==> config.mk <==
export PLATFORM = sky130hd
export DESIGN_NAME = sata_port_ctl_reg
export DESIGN_NICKNAME = d
export VERILOG_FILES = /design/src/rtl/sata_port_ctl_reg.sv
export SDC_FILE = /design/constraint.sdc
export NUM_CORES = 1
export LEC_CHECK = 0
export ABC_AREA = 1
export BUFFER_PORTS_ARGS = -buffer_cell sky130_fd_sc_hd__buf_2
export CORE_MARGIN = 3
export CORE_UTILIZATION = 45
export DETAILED_ROUTE_END_ITERATION = 12
export GPL_TIMING_DRIVEN = 0
export HOLD_SLACK_MARGIN = 0.12
export PLACE_DENSITY_LB_ADDON = 0.12
export SYNTH_ARGS = -nofsm -noshare
export SYNTH_HDL_FRONTEND = slang
export SYNTH_SLANG_ARGS = --single-unit
==> constraint.sdc <==
create_clock -name clk -period 3.1 [get_ports clk]
set_clock_uncertainty 0.2 [all_clocks]
set_input_delay 0.775 -clock clk [delete_from_list [all_inputs] [get_ports clk]]
set_output_delay 0.775 -clock clk [all_outputs]
set_load 0.01 [all_outputs]
==> src/rtl/sata_port_ctl_reg.sv <==
module sata_port_ctl_reg #(
  parameter int SLOTS = 32,
  parameter int DW    = 32
) (
  input  logic             clk,
  input  logic             rst_n,
  input  logic             stagger_cap,
  input  logic             wr_en,
  input  logic [1:0]       wr_addr,
  input  logic [DW-1:0]    wr_data,
  input  logic [1:0]       rd_addr,
  output logic [DW-1:0]    rd_data,
  input  logic             init_done,
  input  logic             fis_valid,
  input  logic [1:0]       fis_type,
  input  logic [7:0]       fis_status,
  input  logic [7:0]       fis_error,
  output logic             fis_accept,
  input  logic             rx_busy,
  input  logic             engine_idle,
  output logic             comreset_req,
  output logic             start_slot0,
  output logic [SLOTS-1:0] cmd_issue
);
  localparam logic [1:0] A_CTL = 2'd0;
  localparam logic [1:0] A_TF  = 2'd1;
  localparam logic [1:0] A_CI  = 2'd2;
  localparam logic [1:0] T_D2H = 2'd0;
  localparam logic [1:0] T_PIO = 2'd1;
  localparam logic [1:0] T_SDB = 2'd2;

  logic       run_q, spin_q, ovr_q, rxen_q, rxrun_q, cmdrun_q, armed_q;
  logic [7:0] sts_q, err_q, sts_d;
  logic [SLOTS-1:0] ci_q;

  wire ctl_wr = wr_en && wr_addr == A_CTL;
  wire ci_wr  = wr_en && wr_addr == A_CI;
  wire ovr_wr = ctl_wr && wr_data[3];
  wire spin_rd = stagger_cap ? spin_q : 1'b1;
  wire stop_done = !run_q && cmdrun_q && engine_idle;

  assign fis_accept = fis_valid && (rxen_q || (armed_q && fis_type == T_D2H));

  always_comb begin
    sts_d = sts_q;
    if (fis_accept) begin
      if (fis_type == T_D2H || fis_type == T_PIO)
        sts_d = fis_status;
      else if (fis_type == T_SDB)
        sts_d = (sts_q & 8'h88) | (fis_status & 8'h77);
    end
    if (ovr_wr) begin
      sts_d[7] = 1'b0;
      sts_d[3] = 1'b0;
    end
  end

  always_ff @(posedge clk) begin
    if (!rst_n) begin
      run_q <= 1'b0; spin_q <= 1'b0; ovr_q <= 1'b0; rxen_q <= 1'b0;
      rxrun_q <= 1'b0; cmdrun_q <= 1'b0; armed_q <= 1'b0;
      sts_q <= 8'h7F; err_q <= 8'h00; ci_q <= '0;
      comreset_req <= 1'b0; start_slot0 <= 1'b0;
    end else begin
      comreset_req <= ctl_wr && wr_data[1] && stagger_cap && !spin_q;
      start_slot0  <= ctl_wr && wr_data[0] && !run_q;
      if (ctl_wr) begin
        run_q  <= wr_data[0];
        rxen_q <= wr_data[4];
        if (stagger_cap) spin_q <= wr_data[1];
      end
      if (ovr_wr) ovr_q <= 1'b1;
      else if (ovr_q && !sts_q[7] && !sts_q[3]) ovr_q <= 1'b0;
      rxrun_q  <= rxen_q || (rxrun_q && rx_busy);
      cmdrun_q <= run_q || (cmdrun_q && !engine_idle);
      if (init_done) armed_q <= 1'b1;
      else if (fis_accept && fis_type == T_D2H) armed_q <= 1'b0;
      sts_q <= sts_d;
      if (fis_accept && fis_type != 2'd3) err_q <= fis_error;
      if (stop_done) ci_q <= '0;
      else if (ci_wr && run_q) ci_q <= ci_q | wr_data[SLOTS-1:0];
    end
  end

  assign cmd_issue = ci_q;

  always_comb begin
    rd_data = '0;
    case (rd_addr)
      A_CTL: begin
        rd_data[0]  = run_q;
        rd_data[1]  = spin_rd;
        rd_data[2]  = 1'b1;
        rd_data[3]  = ovr_q;
        rd_data[4]  = rxen_q;
        rd_data[14] = rxrun_q;
        rd_data[15] = cmdrun_q;
      end
      A_TF: rd_data[15:0] = {err_q, sts_q};
      A_CI: rd_data[SLOTS-1:0] = ci_q;
      default: rd_data = '0;
    endcase
  end


  ovr_clears_busy_chk: assert property (@(posedge clk) disable iff (!rst_n)
    ovr_wr |=> (!sts_q[7] && !sts_q[3]));

  comreset_pulse_chk: assert property (@(posedge clk) disable iff (!rst_n)
    comreset_req |=> !comreset_req);

  start_pulse_chk: assert property (@(posedge clk) disable iff (!rst_n)
    start_slot0 |=> !start_slot0);

  stop_clears_ci_chk: assert property (@(posedge clk) disable iff (!rst_n)
    $fell(cmdrun_q) |-> ci_q == '0);

  stop_waits_idle_chk: assert property (@(posedge clk) disable iff (!rst_n)
    (cmdrun_q && !run_q && !engine_idle) |=> ($stable(ci_q) && cmdrun_q));

  drop_keeps_tf_chk: assert property (@(posedge clk) disable iff (!rst_n)
    (fis_valid && !rxen_q && fis_type != T_D2H && !ovr_wr) |=> $stable({err_q, sts_q}));
endmodule

[After elaboration in Yosys (flattened, before gate mapping)]
Index checks and enable logic that the tools add are counted.
Storage, ports and cells
  register bits after elaboration: 57
  input port bits: 62
  output and inout port bits: 67
  logic and storage cells: 77
Cells by class
  eq/ne operators: 6
  mux-type cells: 13
  bitwise logic cells: 3
  reductions and logical operators: 41
Operator list (number)
  $or 32x32->32: 1
  $logic_and 1x1->1: 19
  $pmux 9 s2: 1
  $mux 16: 1
  $mux 8: 2
  $pmux 5 s3: 1
  $or 8x7->8: 1
  $reduce_bool 2->1: 4
  $eq 2x2->1 const B: 3
  $logic_not 2->1: 3
  $mux 1: 6
  $pmux 2 s3: 1
  $reduce_and 2->1: 3
  $logic_not 1->1: 5
  $eq 2x1->1 const B: 2
  $logic_or 1x1->1: 4
  $mux 4: 1
  $reduce_or 2->1: 2
  $reduce_bool 3->1: 1
  $ne 2x2->1 const B: 1
  $not 1->1: 1

[Depth between registers and ports, before layout]
Gate-level depths: netlist of the first run.
  word-level depth: 7
  gate-level depth with buffers: 7
  depth with buffers taken out: 7

[Least setup slack after synthesis of the first run]
No wires, ideal clock.
  kind: input to output
  start: in rd_addr[1]
  end: out rd_data[1]
  arrival time: 1675 ps
  data required time: 2125 ps
  slack: 450 ps
  stages on the path: 6
  buffers on the path: 2
  cell sequence: inv_1 ha_1 clkbuf_1 buf_2 nand2_1 a31oi_1
Between the ends
  longest elaborated chain between the ends: 2
  elaborated cells on any way between the ends: 4
RTL lines
  from (decl): line 11  | input logic [1:0] rd_addr,
  $eq 2x2->1 (tied with other cells): line 89  | case (rd_addr)
  $pmux 5 s3 (*): line 89
  to (decl): line 12  | output logic [DW-1:0] rd_data,
Mark *: on every way between the ends. The rest lies on a longest branch, timed or not.

[Worst setup path after layout of the first run]
  start: in rd_addr[0]
  end: out rd_data[7]
Between the ends
  longest elaborated chain between the ends: 2
  elaborated cells on any way between the ends: 3
RTL lines (line)
  $eq 2x2->1 or $eq 2x1->1 (tied branches): 89
  $pmux 9 s2 (*): 89
Marks and branches as above.

==> qor.yml, run 1 <==
setup_viol: 0
grt_max_degree: 11
crit_fanout: 10
p_int_mw: 1.137
cpMostUsedCell: "buf_2"
multi_input_area_sq_um: 1160
ir_drop_mv: 0.2358
worstSkewPairLatency_ns: 0.32
synth-edff-count: 0
place.port_buffers: 128
synth_common_cells: "nand2_1, inv_1, dfxtp_1, a21oi_2, nand3_1"
combPwrFrac_pct: 9.8
yosysWarnings: 0
whs_endpoint: "comreset_req"
dieHeight_um: 82.78
ys_types: 21
grt_setup_unrepaired: "false"
antennaDiodeCount: 0
synth_cells: 366
ys.flop_type: "dfxtp_1"
synth-seq-cells: 57
drv_cap: 0
status: "finished clean"
synthArstFlopShare_pct: 0
rows: 27
holdPathStages: 1
root_buffer: "clkbuf_8"
die_area_sq_um: 6852
critPathCaptureType: "primary output"
die_x_um: 82.78
vias: 2701
path_clk_slew_ns: 0.07
totalPowerFinal_mw: 1.515
overflow: 0
cp_num_buf_inv: 4
ctsHtreeMaxLevel: 3
min_period_over_period_pct: 94.54
fillCellCount: 545
path_class: "in2out"
finalWirelength_um: 7106
cp.arrival_ns: 1.96
pwr-share-clk_pct: 40.3
post_cts_buffers: 0
yosysTopAreaCell: "dfxtp_1"
ys_seq_area_share_pct: 43.02
grt_usage_pct: 21.09
tns_ns: 0
r2r_slack_ns: 1.62
first_pass_iters: 4
cts.sinks: 57
power.net_switching_mw: 0.3779
start_util_pct: 47.30
synth_area_sq_um: 2653
tritoncts: "yes"
cts_buffer_depth: 2
synth_area_leaders: "dfxtp_1, nand2_1, a21oi_2"
hold_violations: 0
fin_ws_ns: 0.1692
place_worst_setup_slack_ns: 0.07213
wl_per_cell_um: 12.23
grt_pass1_vias: 2470
synth_top_area_share_pct: 43.02
nets: 570
critPathRequiredTime_ns: 2.12
synthToLayoutAreaGrowth_pct: 34.01
avgViaCountPerCell: 4.649
drc: 0
cts_buffers: 9
seqCellArea_sq_um: 1141
slew_violations: 0
place.gp.congestion: 0.8713
maxSlewHeadroom_pct: 66.40
critical_path.top_delay_family: "buffers and inverters"
fin_crit_ns: 2.931
worstRegToRegCells: 5
p_leak_nw: 1.798
yosysMostFrequentCell: "nand2_1"
sequentialPowerShare_pct: 49.8
cpPeakStageDelay_ns: 0.37
syn_nets: 432
worst_path_max_delay_cell: "buf_1"
p_per_area_nw_per_um2: 426.1
start_kind: "primary input"
io_pins: 129
drtIter0Drc: 60
switching_share_pct: 24.95
core_area_sq_um: 5608
hold_start: "spin_q"
dp_hpwl_um: 5647
drtAntennaViolNets: 0
path_cells: "buf_2, inv_1, ha_1, buf_1, nand2_1, a21oi_1, buf_2"
rr_startpoint: "run_q"
min_path_type: "reg2reg"
r2r-end: "cmd_issue[23]"
synth_area_per_cell_sq_um: 7.247
drive_gt1_share_pct: 37.72
grt_pass1_wl_um: 10960
worstMarginPinSlew_ns: 0.5040
antenna_found_initial: 0
timing.fmax_ghz: 0.3412
-- worst register-to-register path, stage by stage (launching register included) --
cell and delay (ns):
dfxtp_1 0.44, nand2_2 0.09, nor3_4 0.29, buf_6 0.19, nand2_1 0.08, a21oi_2 0.12
-- state kept, by name, indices dropped and copies added (netlist names) --
name / count
err_q: 8
run_q: 1
comreset_req: 1
sts_q: 8
rxrun_q: 1
cmdrun_q: 1
cmd_issue: 32
rxen_q: 1
armed_q: 1
ovr_q: 1
start_slot0: 1
spin_q: 1
-- cells by family after synthesis --
family                   after synthesis  synth area share (%)
AO/OA/AOI/OAI                         64                 16.37
adder cells (fa/ha/maj)                4                 1.887
buffers and inverters                 83                 13.25
flip-flops                            57                 43.02
AND/OR/NAND/NOR                      158                 25.47
-- cells in the final DEF, fill, tap and decap left out, drive strengths merged --
| cell type | count |
|---|---|
| clkinv | 4 |
| inv | 66 |
| buf | 139 |
| ha | 4 |
| nor2 | 2 |
| nor3 | 4 |
| clkbuf | 17 |
| dfxtp | 57 |
| a21oi | 57 |
| a31oi | 1 |
| nand2 | 121 |
| o21ai | 6 |
| nand3 | 31 |
-- layer usage --
metal  global-route usage [%]  vias to the layer above  wire length, um  part of all wire (%)
met2                    34.70                       91             3338                    47
met1                    26.49                     1194             3102                    44
met3                    4.104                       14              538                   7.6
li1                         -                     1402                -                     -
met5                        0                        -                0                     0
met4                    9.967                        0              126                   1.8
-- power by group through the flow --
| stage | clock network (mW) | registers (mW) | logic (mW) |
|---|---|---|---|
| floorplan | 0 | 0.770 | 0.0772 |
| global route | 0.654 | 0.756 | 0.168 |
| global placement | 0 | 0.771 | 0.148 |
| finish | 0.611 | 0.755 | 0.149 |
| detailed placement | 0 | 0.771 | 0.150 |
| CTS | 0.621 | 0.755 | 0.151 |
-- metrics by stage --
step / util [%] / instances / hold slack [ns] / cell area (sq um)
finish: 63.39 / 581 / 0.2487 / 3555
global placement: 60.33 / 566 / 0.2338 / 3383
floorplan: - / 366 / 0.2099 / 2653
detailed placement: 60.33 / 566 / 0.2373 / 3383
global route: 63.39 / 581 / 0.2637 / 3555
CTS: 63.43 / 582 / 0.2468 / 3557
-- how the worst max path moves through the flow --
stage | depth (start not counted) | startpoint | slack, ns | end
6_report | 7 | rd_addr[0] | 0.17 | rd_data[7]
5_1_grt | 7 | rd_addr[0] | 0.006 | rd_data[7]
4_1_cts | 7 | rd_addr[0] | 0.07 | rd_data[1]
3_5_place_dp | 7 | rd_addr[0] | 0.07 | rd_data[1]
3_3_place_gp | 8 | rd_addr[1] | 0.08 | rd_data[1]
2_1_floorplan | 6 | rd_addr[1] | 0.45 | rd_data[1]
-- area by class of cell --
cell class | instances | share of cell area, %
repair buffers | 128 | 18.02
well taps | 72 | 2.534
clock buffers | 13 | 4.470
inverters | 67 | 7.075
clock inverters | 3 | 0.4224
plain buffers | 15 | 2.746
flip-flops and latches | 57 | 32.10
multi-input cells | 226 | 32.63
-- repair_timing --
action,4_1_cts,5_1_grt
hold buffers,0,0
resized for setup,0,3
setup endpoints to repair,0,7
Note: power is estimated with default switching activity, not from simulation.
==> inputs of run 2 (changes only) <==
--- a/config.mk
+++ b/config.mk
@@ -5,10 +5,9 @@
 export SDC_FILE = /design/constraint.sdc
 export NUM_CORES = 1
 export LEC_CHECK = 0
-export ABC_AREA = 1
 export BUFFER_PORTS_ARGS = -buffer_cell sky130_fd_sc_hd__buf_2
 export CORE_MARGIN = 3
-export CORE_UTILIZATION = 45
+export CORE_UTILIZATION = 47
 export DETAILED_ROUTE_END_ITERATION = 12
 export GPL_TIMING_DRIVEN = 0
 export HOLD_SLACK_MARGIN = 0.12
==> qor.yml, run 2 <==
status: "finished clean"
ctsHtreeMaxLevel: 3  # unchanged
synth-seq-cells: 57  # unchanged
cp_num_buf_inv: 4  # unchanged
p_per_area_nw_per_um2: 514.1  # +21%
largest_reg_flops: 32  # unchanged
finalWirelength_um: 6746  # -5.1%
place.gp.congestion: 0.8053  # -7.6%
critPathRequiredTime_ns: 2.12  # about the same
ys_types: 26  # +24%
synth_area_leaders: "dfxtp_1, a21oi_1, nor2_1"
yosysTopAreaCell: "dfxtp_1"
antennaDiodeCount: 0  # unchanged
synth_area_per_cell_sq_um: 8.643  # +19%
maxSlewHeadroom_pct: 62.19  # -4.2 points
ys.flop_type: "dfxtp_1"
ir_drop_mv: 0.3671  # +56%
worst_path_max_delay_cell: "clkbuf_1"
start_util_pct: 49.08  # +1.8 points
cts_buffers: 9  # unchanged
critPathCaptureType: "primary output"
whs_ns: 0.2469  # -0.001826 ns
nets: 473  # -17%
fin_crit_ns: 3.009  # +0.07834 ns
ys_seq_area_share_pct: 48.90  # +5.9 points
worstSkewPairLatency_ns: 0.34  # +0.02 ns
synth_cells: 270  # -26%
whs_endpoint: "spin_q"
combPwrFrac_pct: 8.5  # -1.3 points
drive_gt1_share_pct: 37.38  # -0.34 points
switching_share_pct: 22.79  # -2.2 points
grt_setup_unrepaired: "false"
crit_fanout: 10  # unchanged
tns_ns: 0  # unchanged
dp_hpwl_um: 4950  # -12%
rows: 25  # -7.4%
hold_buffers: 0  # unchanged
die_area_sq_um: 5846  # -15%
die_x_um: 76.46  # -7.6%
p_leak_nw: 1.647  # -8.4%
r2r-end: "cmd_issue[2]"
wl_per_cell_um: 14.08  # +15%
fillCellCount: 436  # -20%
final_common_cell: "buf_2"
grt_max_degree: 11  # unchanged
synth_area_sq_um: 2333  # -12%
path_cells: "buf_2, inv_1, ha_1, clkbuf_1, a221oi_1, nor2_1, buf_2"
rr_startpoint: "cmdrun_q"
critical_path.top_delay_family: "buffers and inverters"
grt_usage_pct: 23.32  # +2.2 points
totalPowerFinal_mw: 1.687  # +11%
syn_nets: 336  # -22%
timing.fmax_ghz: 0.3323  # -2.6%
root_buffer: "clkbuf_8"
tritoncts: "yes"
layout_common_cells: "buf_2, dfxtp_1, nor2_1"
worstRegToRegCells: 4  # -1
avgViaCountPerCell: 5.017  # +7.9%
io_pins: 129  # unchanged
cts_buffer_depth: 2  # unchanged
r2r_slack_ns: 1.43  # -0.19 ns
hold_violations: 0  # unchanged
cpPeakStageDelay_ns: 0.38  # about the same
path_class: "in2out"
vias: 2403  # -11%
yosysMostFrequentCell: "dfxtp_1"
p_int_mw: 1.303  # +15%
overflow: 0  # unchanged
dieHeight_um: 76.46  # -7.6%
pwr-share-clk_pct: 47.0  # +6.7 points
sequentialPowerShare_pct: 44.5  # -5.3 points
synthArstFlopShare_pct: 0  # unchanged
min_period_over_period_pct: 97.07  # +2.5 points
yosysWarnings: 0  # unchanged
worstMarginPinSlew_ns: 0.5671  # +0.06306 ns
first_pass_iters: 4  # unchanged
cpMostUsedCell: "buf_2"
placed_area_sq_um: 3053  # -9.8%
cp.arrival_ns: 2.03  # +0.07 ns
min_path_type: "reg2reg"
place.port_buffers: 127  # -0.78%
drtIter0Drc: 118  # +97%
cts.sinks: 57  # unchanged
power.net_switching_mw: 0.3846  # +1.8%
grt_pass1_wl_um: 10780  # -1.7%
synth_top_area_share_pct: 48.90  # +5.9 points
slew_violations: 0  # unchanged
hold_start: "spin_q"
synth_common_cells: "dfxtp_1, nor2_1, a21oi_1, nand2_1"
core_area_sq_um: 4755  # -15%
start_kind: "primary input"
synth-edff-count: 0  # unchanged
grt_pass1_vias: 2215  # -10%
setup_viol: 0  # unchanged
fin_area_sq_um: 3282  # -7.7%
antenna_found_initial: 0  # unchanged
holdPathStages: 2  # +1
drtAntennaViolNets: 0  # unchanged
path_clk_slew_ns: 0.06  # about the same
drc: 0  # unchanged
synthToLayoutAreaGrowth_pct: 40.64
drv_cap: 0  # unchanged
run 2: logic make-up (layout without fill, tap and decap cells):
| kind of cell | count (synthesis) | after routing | synth area share [%] |
|---|---|---|---|
| fa+ha+maj | 4 | 4 | 2.145 |
| compound gates | 68 | 68 | 17.80 |
| flops | 57 | 57 | 48.90 |
| simple gates | 111 | 111 | 23.27 |
| mux | 9 | 9 | 3.861 |
| buf+inv | 21 | 163 | 4.021 |
run 2: how the worst max path moves through the flow:
stage,start,to,slack (ns),depth (start not counted)
after detailed placement,rd_addr[1],rd_data[15],0.03,8
after global placement,rd_addr[1],rd_data[15],0.06,8
after CTS,rd_addr[1],rd_data[15],0.02,8
final,rd_addr[0],rd_data[2],0.09,7
after floorplan,rd_addr[1],rd_data[0],0.41,6
after global routing,rd_addr[0],rd_data[14],0.001,7
run 2: routing by layer:
metal | vias up | global-route usage [%] | wire length (um)
li1 | 1200 | - | -
met1 | 1098 | 29.68 | 2845
met2 | 94 | 37.43 | 3205
met3 | 11 | 5.556 | 548
met4 | 0 | 10.51 | 146
met5 | - | 0 | 0
run 2: timing repair:
action	in CTS	in global routing
endpoints found under the setup margin	0	10
buffers inserted	0	0
resized for setup	0	4
run 2: tightest hold or removal path: stages (launching register included):
cell and delay (ns):
dfxtp_1 0.30, nand2_1 0.05, a21boi_1 0.05
run 2: cell type report:
class	instances	area [sq um]	area share (%)
Clock inverter	5	77.57	2.364
Inverter	3	11.26	0.3431
Clock buffer	11	151.4	4.613
Timing Repair Buffer	127	635.6	19.37
Sequential cell	57	1141	34.77
Buffer	17	82.58	2.516
Tap cell	67	83.83	2.554
Multi-Input combinational cell	192	1099	33.47
run 2: through the flow:
step,std cells,setup WS (ns),util (%)
global placement,464,0.05627,64.21
CTS,480,0.01903,69.03
detailed placement,464,0.02773,64.21
global route,479,0.001334,69.03
floorplan,270,0.4077,-
finish,479,0.09089,69.03
run 2: power by group through the flow:
stage	registers [mW]	clock network, mW	logic [mW]
after floorplan	0.766	0	0.0705
after global placement	0.767	0	0.140
after detailed placement	0.767	0	0.142
after CTS	0.751	0.800	0.143
after global routing	0.752	0.831	0.158
final	0.751	0.793	0.143
